## src/rtl/wfp_pkg.sv

```systemverilog
package wfp_pkg;
  localparam int unsigned DEF_DEPTH  = 16;
  localparam int unsigned DEF_WORD_W = 32;
  localparam int unsigned DEF_BYTE_W = 8;
  localparam int unsigned DEF_LEN_W  = 16;

  localparam int unsigned FLG_N     = 10;
  localparam int unsigned F_TX_ACT  = 0;
  localparam int unsigned F_RX_ACT  = 1;
  localparam int unsigned F_TX_HE   = 2;
  localparam int unsigned F_RX_HF   = 3;
  localparam int unsigned F_TX_FULL = 4;
  localparam int unsigned F_RX_FULL = 5;
  localparam int unsigned F_TX_EMP  = 6;
  localparam int unsigned F_RX_EMP  = 7;
  localparam int unsigned F_TX_AV   = 8;
  localparam int unsigned F_RX_AV   = 9;

  typedef enum logic {
    DIR_TO_CARD = 1'b0,
    DIR_TO_HOST = 1'b1
  } xfer_dir_e;
endpackage

```

## src/rtl/wfp_ring.sv

```systemverilog
module wfp_ring #(
  parameter int unsigned DEPTH  = wfp_pkg::DEF_DEPTH,
  parameter int unsigned WORD_W = wfp_pkg::DEF_WORD_W,
  localparam int unsigned PTR_W = $clog2(DEPTH),
  localparam int unsigned LVL_W = PTR_W + 1
) (
  input  logic              clk,
  input  logic              rst_n,
  input  logic              push,
  input  logic [WORD_W-1:0] wdata,
  input  logic              pop,
  output logic [WORD_W-1:0] rdata,
  output logic [LVL_W-1:0]  level
);
  logic [WORD_W-1:0] mem [DEPTH];
  logic [PTR_W-1:0]  rd_ptr_q, rd_ptr_d, wr_idx;
  logic [LVL_W-1:0]  level_q, level_d;
  logic              push_ok, pop_ok;

  always_comb begin
    push_ok  = push && (level_q != LVL_W'(DEPTH));
    pop_ok   = pop && (level_q != '0);
    wr_idx   = rd_ptr_q + level_q[PTR_W-1:0];
    rd_ptr_d = pop_ok ? rd_ptr_q + PTR_W'(1) : rd_ptr_q;
    level_d  = level_q;
    case ({push_ok, pop_ok})
      2'b10:   level_d = level_q + LVL_W'(1);
      2'b01:   level_d = level_q - LVL_W'(1);
      default: level_d = level_q;
    endcase
  end

  always_ff @(posedge clk) begin
    if (push_ok) mem[wr_idx] <= wdata;
  end

  always_ff @(posedge clk or negedge rst_n) begin
    if (!rst_n) begin
      rd_ptr_q <= '0;
      level_q  <= '0;
    end else begin
      rd_ptr_q <= rd_ptr_d;
      level_q  <= level_d;
    end
  end

  assign rdata = (level_q != '0) ? mem[rd_ptr_q] : '0;
  assign level = level_q;
endmodule

```

## src/rtl/wfp_rx_pack.sv

```systemverilog
module wfp_rx_pack #(
  parameter int unsigned WORD_W = wfp_pkg::DEF_WORD_W,
  parameter int unsigned BYTE_W = wfp_pkg::DEF_BYTE_W,
  localparam int unsigned LANES  = WORD_W / BYTE_W,
  localparam int unsigned LANE_W = $clog2(LANES)
) (
  input  logic              clk,
  input  logic              rst_n,
  input  logic              clear,
  input  logic              fire,
  input  logic              last,
  input  logic [BYTE_W-1:0] byte_in,
  output logic              push,
  output logic [WORD_W-1:0] word
);
  logic [WORD_W-1:0] acc_q, acc_d;
  logic [LANE_W-1:0] idx_q, idx_d;

  always_comb begin
    word  = acc_q | (WORD_W'(byte_in) << (idx_q * BYTE_W));
    push  = fire && ((idx_q == LANE_W'(LANES - 1)) || last);
    acc_d = acc_q;
    idx_d = idx_q;
    if (clear || push) begin
      acc_d = '0;
      idx_d = '0;
    end else if (fire) begin
      acc_d = word;
      idx_d = idx_q + LANE_W'(1);
    end
  end

  always_ff @(posedge clk or negedge rst_n) begin
    if (!rst_n) begin
      acc_q <= '0;
      idx_q <= '0;
    end else begin
      acc_q <= acc_d;
      idx_q <= idx_d;
    end
  end
endmodule

```

## src/rtl/wfp_tx_unpack.sv

```systemverilog
module wfp_tx_unpack #(
  parameter int unsigned WORD_W = wfp_pkg::DEF_WORD_W,
  parameter int unsigned BYTE_W = wfp_pkg::DEF_BYTE_W,
  localparam int unsigned LANES  = WORD_W / BYTE_W,
  localparam int unsigned LANE_W = $clog2(LANES)
) (
  input  logic              clk,
  input  logic              rst_n,
  input  logic              clear,
  input  logic              active,
  input  logic              src_avail,
  input  logic [WORD_W-1:0] src_word,
  input  logic              card_ready,
  output logic              src_pop,
  output logic              byte_valid,
  output logic [BYTE_W-1:0] byte_out,
  output logic              fire
);
  logic [WORD_W-1:0] hold_q, hold_d;
  logic [LANE_W-1:0] idx_q, idx_d;
  logic              have_q, have_d;

  always_comb begin
    src_pop    = active && !have_q && src_avail;
    byte_valid = active && have_q;
    fire       = byte_valid && card_ready;
    byte_out   = hold_q[idx_q*BYTE_W +: BYTE_W];
    hold_d     = hold_q;
    idx_d      = idx_q;
    have_d     = have_q;
    if (clear) begin
      idx_d  = '0;
      have_d = 1'b0;
    end else if (src_pop) begin
      hold_d = src_word;
      idx_d  = '0;
      have_d = 1'b1;
    end else if (fire) begin
      idx_d = idx_q + LANE_W'(1);
      if (idx_q == LANE_W'(LANES - 1)) have_d = 1'b0;
    end
  end

  always_ff @(posedge clk or negedge rst_n) begin
    if (!rst_n) begin
      hold_q <= '0;
      idx_q  <= '0;
      have_q <= 1'b0;
    end else begin
      hold_q <= hold_d;
      idx_q  <= idx_d;
      have_q <= have_d;
    end
  end
endmodule

```

## src/rtl/wfp_xfer_engine.sv

```systemverilog
module wfp_xfer_engine #(
  parameter int unsigned DEPTH  = wfp_pkg::DEF_DEPTH,
  parameter int unsigned WORD_W = wfp_pkg::DEF_WORD_W,
  parameter int unsigned BYTE_W = wfp_pkg::DEF_BYTE_W,
  parameter int unsigned LEN_W  = wfp_pkg::DEF_LEN_W,
  localparam int unsigned LANES  = WORD_W / BYTE_W,
  localparam int unsigned LANE_W = $clog2(LANES),
  localparam int unsigned LVL_W  = $clog2(DEPTH) + 1,
  localparam int unsigned WL_W   = LEN_W + 1 - LANE_W
) (
  input  logic                         clk,
  input  logic                         rst_n,
  input  logic                         ctrl_wr,
  input  logic                         ctrl_en,
  input  logic                         ctrl_dir,
  input  logic [LEN_W-1:0]             xfer_len,
  input  logic                         host_push,
  input  logic [WORD_W-1:0]            host_wdata,
  input  logic                         host_pop,
  output logic [WORD_W-1:0]            host_rdata,
  input  logic                         card_rx_valid,
  input  logic [BYTE_W-1:0]            card_rx_byte,
  output logic                         card_rx_ready,
  output logic                         card_tx_valid,
  output logic [BYTE_W-1:0]            card_tx_byte,
  input  logic                         card_tx_ready,
  output logic                         xfer_en,
  output logic                         data_end,
  output logic                         block_end,
  output logic [LEN_W-1:0]             bytes_left,
  output logic [WL_W-1:0]              words_left,
  output logic [wfp_pkg::FLG_N-1:0]    fifo_flags
);
  import wfp_pkg::*;

  logic              en_q, en_d, end_q, end_d;
  xfer_dir_e         dir_q, dir_d;
  logic [LEN_W-1:0]  cnt_q, cnt_d;
  logic [LEN_W:0]    wl_sum;
  logic              load, cnt_nz, rx_fire, tx_fire, tx_active, tx_pop;
  logic              fifo_push, fifo_pop, fifo_full, fifo_nz;
  logic [WORD_W-1:0] fifo_wdata, fifo_rdata, pk_word;
  logic              pk_push;
  logic [LVL_W-1:0]  fifo_level;
  logic [FLG_N-1:0]  flg_all, flg_mask;

  assign load      = ctrl_wr && ctrl_en;
  assign cnt_nz    = (cnt_q != '0);
  assign fifo_full = (fifo_level == LVL_W'(DEPTH));
  assign fifo_nz   = (fifo_level != '0);

  // card-side acceptance and host-side routing
  assign card_rx_ready = en_q && (dir_q == DIR_TO_HOST) && cnt_nz && !fifo_full;
  assign rx_fire       = card_rx_ready && card_rx_valid;
  assign tx_active     = en_q && (dir_q == DIR_TO_CARD) && cnt_nz;
  assign fifo_push     = (dir_q == DIR_TO_HOST) ? pk_push : host_push;
  assign fifo_wdata    = (dir_q == DIR_TO_HOST) ? pk_word : host_wdata;
  assign fifo_pop      = (dir_q == DIR_TO_HOST) ? host_pop : tx_pop;

  wfp_ring #(.DEPTH(DEPTH), .WORD_W(WORD_W)) u_ring (
    .clk(clk), .rst_n(rst_n), .push(fifo_push), .wdata(fifo_wdata),
    .pop(fifo_pop), .rdata(fifo_rdata), .level(fifo_level)
  );

  wfp_rx_pack #(.WORD_W(WORD_W), .BYTE_W(BYTE_W)) u_pack (
    .clk(clk), .rst_n(rst_n), .clear(ctrl_wr), .fire(rx_fire),
    .last(cnt_q == LEN_W'(1)), .byte_in(card_rx_byte),
    .push(pk_push), .word(pk_word)
  );

  wfp_tx_unpack #(.WORD_W(WORD_W), .BYTE_W(BYTE_W)) u_unpack (
    .clk(clk), .rst_n(rst_n), .clear(ctrl_wr), .active(tx_active),
    .src_avail(fifo_nz), .src_word(fifo_rdata), .card_ready(card_tx_ready),
    .src_pop(tx_pop), .byte_valid(card_tx_valid), .byte_out(card_tx_byte),
    .fire(tx_fire)
  );

  // control next state
  always_comb begin
    en_d  = en_q;
    dir_d = dir_q;
    cnt_d = cnt_q;
    end_d = end_q;
    if (ctrl_wr) begin
      en_d  = ctrl_en;
      dir_d = xfer_dir_e'(ctrl_dir);
    end else if (en_q && !cnt_nz && !fifo_nz) begin
      en_d = 1'b0;
    end
    if (load) cnt_d = xfer_len;
    else if (rx_fire || tx_fire) cnt_d = cnt_q - LEN_W'(1);
    if (load) end_d = 1'b0;
    else if (en_q && !cnt_nz) end_d = 1'b1;
  end

  always_ff @(posedge clk or negedge rst_n) begin
    if (!rst_n) begin
      en_q  <= 1'b0;
      dir_q <= DIR_TO_CARD;
      cnt_q <= '0;
      end_q <= 1'b0;
    end else begin
      en_q  <= en_d;
      dir_q <= dir_d;
      cnt_q <= cnt_d;
      end_q <= end_d;
    end
  end

  // flag vector: even bits host-to-card, odd bits card-to-host
  always_comb begin
    flg_all            = '0;
    flg_all[F_TX_ACT]  = en_q;
    flg_all[F_RX_ACT]  = en_q;
    flg_all[F_TX_HE]   = (fifo_level <= LVL_W'(DEPTH / 2));
    flg_all[F_RX_HF]   = (fifo_level >= LVL_W'(DEPTH / 2));
    flg_all[F_TX_FULL] = fifo_full;
    flg_all[F_RX_FULL] = fifo_full;
    flg_all[F_TX_EMP]  = !fifo_nz;
    flg_all[F_RX_EMP]  = !fifo_nz;
    flg_all[F_TX_AV]   = fifo_nz;
    flg_all[F_RX_AV]   = fifo_nz;
  end

  for (genvar g = 0; g < FLG_N; g++) begin : g_mask
    assign flg_mask[g] = ((g % 2) == 1) ? (dir_q == DIR_TO_HOST) : (dir_q == DIR_TO_CARD);
  end

  assign wl_sum     = {1'b0, cnt_q} + (LEN_W+1)'(LANES - 1);
  assign words_left = wl_sum[LEN_W:LANE_W];
  assign fifo_flags = flg_all & flg_mask;
  assign host_rdata = fifo_rdata;
  assign bytes_left = cnt_q;
  assign xfer_en    = en_q;
  assign data_end   = end_q;
  assign block_end  = end_q;
endmodule

```

## config.mk

```make
export PLATFORM = sky130hd
export DESIGN_NAME = wfp_xfer_engine
export DESIGN_NICKNAME = d
export VERILOG_FILES = /design/src/rtl/wfp_pkg.sv /design/src/rtl/wfp_ring.sv /design/src/rtl/wfp_rx_pack.sv /design/src/rtl/wfp_tx_unpack.sv /design/src/rtl/wfp_xfer_engine.sv
export SDC_FILE = /design/constraint.sdc
export NUM_CORES = 1
export LEC_CHECK = 0
export CORE_MARGIN = 1.5
export CORE_UTILIZATION = 59
export DETAILED_ROUTE_END_ITERATION = 16
export PLACE_DENSITY_LB_ADDON = 0.15
export SKIP_CTS_REPAIR_TIMING = 1
export SYNTH_ARGS = -nofsm -noshare
export SYNTH_HDL_FRONTEND = slang
export SYNTH_HIERARCHICAL = 1
export SYNTH_SLANG_ARGS = --single-unit
```

## constraint.sdc

```tcl
create_clock -name clk -period 6.3 [get_ports clk]
set_input_delay 1.26 -clock clk [delete_from_list [all_inputs] [get_ports clk]]
set_output_delay 1.26 -clock clk [all_outputs]
set_load 0.005 [all_outputs]
```

Word-level counts from Yosys, hierarchy flattened. Memories as Yosys holds them, arrays and structs flattened. Cells that the tools add are included.

$add $sub $neg: 8. Multiply operators: 0. Div/mod/pow operators: 0. $lt $le $gt $ge: 2. Eq/ne operators: 7. Shift-type cells: 2. Muxes and demuxes: 24. Bitwise logic cells: 4. Reduce and logical (&&, ||, !) cells: 34.

Operators by type and width (number): $mux 32 (4); $mux 16 (2); $or 32x32->32 (1); $shiftx 32x6->8 (1); $shl 8x5->32 (1); $add 16x2->17 const B (1); $eq 16x1->1 const B (1); $logic_and 1x1->1 (16); $reduce_bool 16->1 (1); $sub 16x1->16 const B (1); $mux 1 (12); $and 10x10->10 (1); $mux 2 (5); $pmux 5 s2 (1); $reduce_bool 2->1 (5); $eq 2x2->1 const B (3); $reduce_bool 3->1 (2); $add 5x1->5 const B (1); $eq 5x5->1 const B (1); $ge 5x4->1 const B (1); $le 5x4->1 const B (1); $ne 5x5->1 const B (1); $reduce_bool 5->1 (1); $sub 5x1->5 const B (1); other kinds (8) (16).

Register bits after elaboration: 97. Bits in latches: 0. RAM bits: 512. Memory bits (read-only): 0. Bits of input ports: 65. Output and inout port bits: 86. Word-level logic and storage cells: 93. Memories kept: 1.

Memory list: u_ring.mem (depth 16, bits a word 32, read ports 1, clocked after memory_dff 0, write ports 1, RTL line wfp_ring.sv:15) `logic [WORD_W-1:0] mem [DEPTH];`.

Depth between registers and ports, before layout.
Depth after elaboration: 9. Gate-level depth with buffers: 19. Depth with buffers taken out: 17.

Cells and area by module. The synthesis kept the hierarchy.

By module, submodules not included: wfp_ring (instances 1, cells an instance 882, area each 20314.5 µm², sequential area each 15600.0 µm²); wfp_xfer_engine (instances 1, cells an instance 236, area each 1991.9 µm², sequential area each 475.5 µm²); wfp_rx_pack (instances 1, cells an instance 144, area each 1594.0 µm², sequential area each 850.8 µm²); wfp_tx_unpack (instances 1, cells an instance 94, area each 1560.2 µm², sequential area each 875.8 µm²).

Worst setup path before layout. No wires, ideal clock.

Path type: register to register. Start point: register cnt_q[5] (netlist: bytes_left[5]). End point: memory u_ring/mem[4][0] (netlist bit), enable pin. Library setup time: 421 ps. Arrival: 4921 ps. Data required time: 5879 ps. Path slack: 958 ps. Cell stages (with the launch flop): 12. Path buffers: 2. Clock period less this slack: 5342 ps. Cells stage by stage: dfrtp_1 buf_6 or3_4 or4_4 or2_0 buf_2 nor4b_1 o21a_1 mux2_2 a21boi_2 or3b_2 nor2_1.

Cells in the longest elaborated chain, start to end: 9. Elaborated cells between the ends (all ways): 11. Classes of those cells: eq/ne: 1; mux: 3; reduce/logical: 7.

Ends and longest elaborated chain: from (decl) (RTL line wfp_xfer_engine.sv:38) `logic [LEN_W-1:0] cnt_q, cnt_d;`; from (signal assigned) (RTL line wfp_xfer_engine.sv:105) `cnt_q <= cnt_d;`; $reduce_bool 16->1 (RTL line wfp_xfer_engine.sv:48) `assign cnt_nz = (cnt_q != '0);`; $logic_and 1x1->1 (2 in series) (RTL line wfp_xfer_engine.sv:53) `assign card_rx_ready = en_q && (dir_q == DIR_TO_HOST) && cnt_nz && !fifo_full;`; $logic_and 1x1->1 (RTL line wfp_xfer_engine.sv:54) `assign rx_fire = card_rx_ready && card_rx_valid;`; $logic_and 1x1->1 (*) (RTL line wfp_rx_pack.sv:21) `push = fire && ((idx_q == LANE_W'(LANES - 1)) || last);`; net pk_push (RTL line wfp_xfer_engine.sv:43) `logic pk_push;`; $mux 1 (*) (RTL line wfp_xfer_engine.sv:56) `assign fifo_push = (dir_q == DIR_TO_HOST) ? pk_push : host_push;`; net fifo_push (RTL line wfp_xfer_engine.sv:41) `logic fifo_push, fifo_pop, fifo_full, fifo_nz;`; $logic_and 1x1->1 (*) (RTL line wfp_ring.sv:21) `push_ok = push && (level_q != LVL_W'(DEPTH));`; $mux 1 (*) (RTL line wfp_ring.sv:34) `if (push_ok) mem[wr_idx] <= wdata;`; $mux 1 (implied by the code) (*) (RTL line wfp_ring.sv:34); to (decl) (RTL line wfp_ring.sv:15).

The timed path passes the listed nets; every way through them passes the cells marked *.

Worst setup path in the final report.
Start point: register u_ring.level_q[1] (netlist: u_ring/level[1]). End point: output host_rdata[31].

Cells in the longest elaborated chain, start to end: 2.

Ends and longest elaborated chain: from (decl) (RTL line wfp_ring.sv:17) `logic [LVL_W-1:0] level_q, level_d;`; from (signal assigned) (RTL line wfp_ring.sv:43) `level_q <= level_d;`; $reduce_bool 5->1 (RTL line wfp_ring.sv:47) `assign rdata = (level_q != '0) ? mem[rd_ptr_q] : '0;`; $mux 32 (RTL line wfp_ring.sv:47); to (decl) (RTL line wfp_xfer_engine.sv:20) `output logic [WORD_W-1:0] host_rdata,`.

No other way between the ends.

==> impl_results.md <==
* Largest net degree at the start of global routing at 67
* Gp weighted congestion at 0.818
* Share of the synthesized area in the top cell type at between 60% and 70%
* Critical Path, Cell by Cell: nor4_2 -> nand2b_1 -> nand2_1 -> buf_4 -> o22ai_1 -> clkdlybuf4s50_1
* Initial DRT Pass Iterations at 5
* Nature of the critical path endpoint: output port
* Global-route usage over all layers at 29.0%
* Max_slew headroom at 19.2%
* Syn_area_per_cell at 18.8 µm²
* Global-route wire length before repair at ~92 mm
* Yosys top cell by area: edfxtp_1
* I/O pin total at about 150
* Num rows at 75
* Maximum vdd ir drop at 0.514 mV
* Asr flop ratio synth at 15.9%
* Post-synth top flop: edfxtp_1
* Slew @ Worst Pin at 1.21 ns
* Worst stage delay on the critical path at approximately 0.63 ns
* Vias at 13800
* Reg2reg start: bytes_left[5]
* Hold crit path type: flop to flop
* Area grow syn2layout at 15.3%
* Non-Filler Instances at 2096
* Vias per cell at 6.58
* CTS tree: done
* Most common cell after layout, fill and taps aside: edfxtp_1
* Starting Density at ~60%
* Total CTS buffers at 59
* Final Max Slew Viols at 0
* Die span in x at 211 µm
* Post-route cell area at between 0.02 and 0.03 mm²
* Detail Route Antenna Nets at 0
* Max_cap viols at 0
* Max frequency at roughly 0.20 GHz
* Die area at 0.0444 mm²
* HPWL Detailed at 37.7 mm
* Sinks on Clock Net at around 610
* Wire length per cell at 29.8 µm
* Worst Path Arrival at 3.74 ns
* Post-layout min period at about 5 ns
* Slowest CP cell: nand2_1
* Syn nets at 1434
* H-tree Lvls at 2
* PwrDens at 449 mW/mm²
* Synth area leaders: edfxtp_1 60%, mux4_2 11%, dfrtp_1 9.5%, mux2_2 3.0%, mux2i_1 2.7%
* Outcome: finished, final reports clean
* Final setup viols at 0
* Yosys cell types at 70
* Proportion of layout cells with a drive suffix above 1 at 22.8%
* Synth warn at 6
* Core Area at 0.0422 mm²
* Sequential share of the synthesized area at 69.9%
* Iteration-0 DRC count of the detailed router at 1268
* Post-place instance area at 0.0275 mm²
* Wirelength, routed at 62.5 mm
* Final Core Density at 69.5%
* Die height at 211 µm
* EDFF count, synth at 512
* Grt ovf at 0
* Setup CP Type: flop to output port
* Total Nets Final at 1585
* Initial antenna violation count at 2
* DP Cell Count at slightly below 2000
* Hold Startpoint: u_pack/acc_q[0]
* Clk pin slew, worst setup/hold paths at about 0.06 ns
* Area of the mapped netlist at 0.0255 mm²
* Final Cycle Share at 79.3%
* Final hold violation count at 0
* Vias in the first global route at 13900
* Worst-case clock buffer depth at 3
* Critical Path RT at about 5.0 ns
* P_leak at 0.0103 µW
* Syn Inst Count at 1356
* Clock Latency Late Sink at approximately 0.62 ns
* Startpoint Class: flop
* Critical Path Source: u_ring/level[1]
* Clock Skew at 0.0172 ns
* Synth Register Bits at between 600 and 700
* CTS root buffer: clkbuf_16
* RSZ-0062 raised after global routing: false
* Setup TNS Final at 0 ns
* Most frequent cells in the layout: 512 x edfxtp_1, 149 x clkdlybuf4s50_1, 124 x mux4_2, 93 x dfrtp_1, 69 x mux2i_1
* I/O Buffers at 150
* CP max FO at 20
* DRC errors left at 0
-- critical path, delay by kind of cell, from the launching register on --
kind	cells	cell delay [ns]
compound gates	1	0.31
buf+inv	2	1.04
flops	1	0.53
simple gates	3	1.22
-- layout make-up --
type                    count  area, µm²
flip-flops and latches    609      17800
fillers                  2721      12900
multi-input cells         645       7210
repair buffers            183       1780
clock buffers              86       1650
well taps                 539        674
clock inverters            23        180
inverters                   9       33.8
diodes                      2       5.00
-- sequential cells by signal, indices dropped and copies added, names as in the netlist, 2 cells and up --
register         count
u_pack/idx_q         2
u_unpack/idx_q       2
u_pack/acc_q        32
u_ring/level         5
bytes_left          16
u_unpack/hold_q     32
u_ring/mem         512
u_ring/rd_ptr_q      4
-- final timing paths --
kind                            depth (start not counted)             endpoint  slack (ns)
worst max-delay path                                    6       host_rdata[31]        1.30
worst min-delay path                                    2      u_pack/acc_q[0]        0.50
worst max register to register                         11   u_ring/mem[12][21]        1.55
worst min register to register                          2      u_pack/acc_q[0]        0.50
max in group asynchronous                               2  u_unpack/hold_q[16]        4.33
min in group asynchronous                               1     u_pack/acc_q[28]        0.59
-- metrics by stage --
step,setup WS [ns],power [µW],hold slack (ns)
3_5_place_dp,1.58,9880,0.489
6_report,1.30,13200,0.504
2_1_floorplan,0.958,8090,0.453
4_1_cts,1.31,13200,0.508
5_1_grt,1.20,13700,0.526
3_3_place_gp,1.72,9790,0.484
-- per-layer routing --
layer | vias to the layer above | track usage, % | share of wire [%]
met5 | - | 0 | 0
met4 | 0 | 12.2 | 4.0
met3 | 131 | 4.98 | 8.1
met2 | 640 | 46.8 | 49
met1 | 7224 | 39.8 | 39
li1 | 5807 | - | -
-- report_power, final --
| group | internal, µW | switching (µW) | leakage, µW |
|---|---|---|---|
| registers | 5050 | 501 | 0.00588 |
| clock network | 1890 | 1470 | 0.000894 |
| logic | 2040 | 2220 | 0.00347 |
| total | 8990 | 4190 | 0.0103 |
-- kinds of logic after synthesis --
family,after synthesis,share of synthesized area (%)
adders and majority gates,13,0.668
muxes,274,18.0
and+or+nand+nor,181,4.06
DFF,609,69.9
AOI/OAI and AO/OA,149,4.16
xor gates and xnor gates,28,0.963
buffers and inverters,102,2.25
-- cells in the mapped netlist, drive strengths merged (3+ instances only) --
cell    instances
a21o           35
a21oi           7
a22o           23
a31oi          23
and2            7
and3            6
and4            3
buf            66
clkbuf         27
dfrtp          97
edfxtp        512
ha             12
inv             9
mux2           69
mux2i          69
mux4          136
nand2          19
nand2b          4
nand3           8
nand3b          3
nand4           3
nor2           63
nor2b           6
nor3            9
nor3b           3
nor4            4
o21ai           8
o22ai          32
o31ai           6
o41ai           4
or2             8
or3            13
or4             9
or4b            5
xnor2          18
xor2           10
No activity file was read; power rests on OpenSTA's default activity.
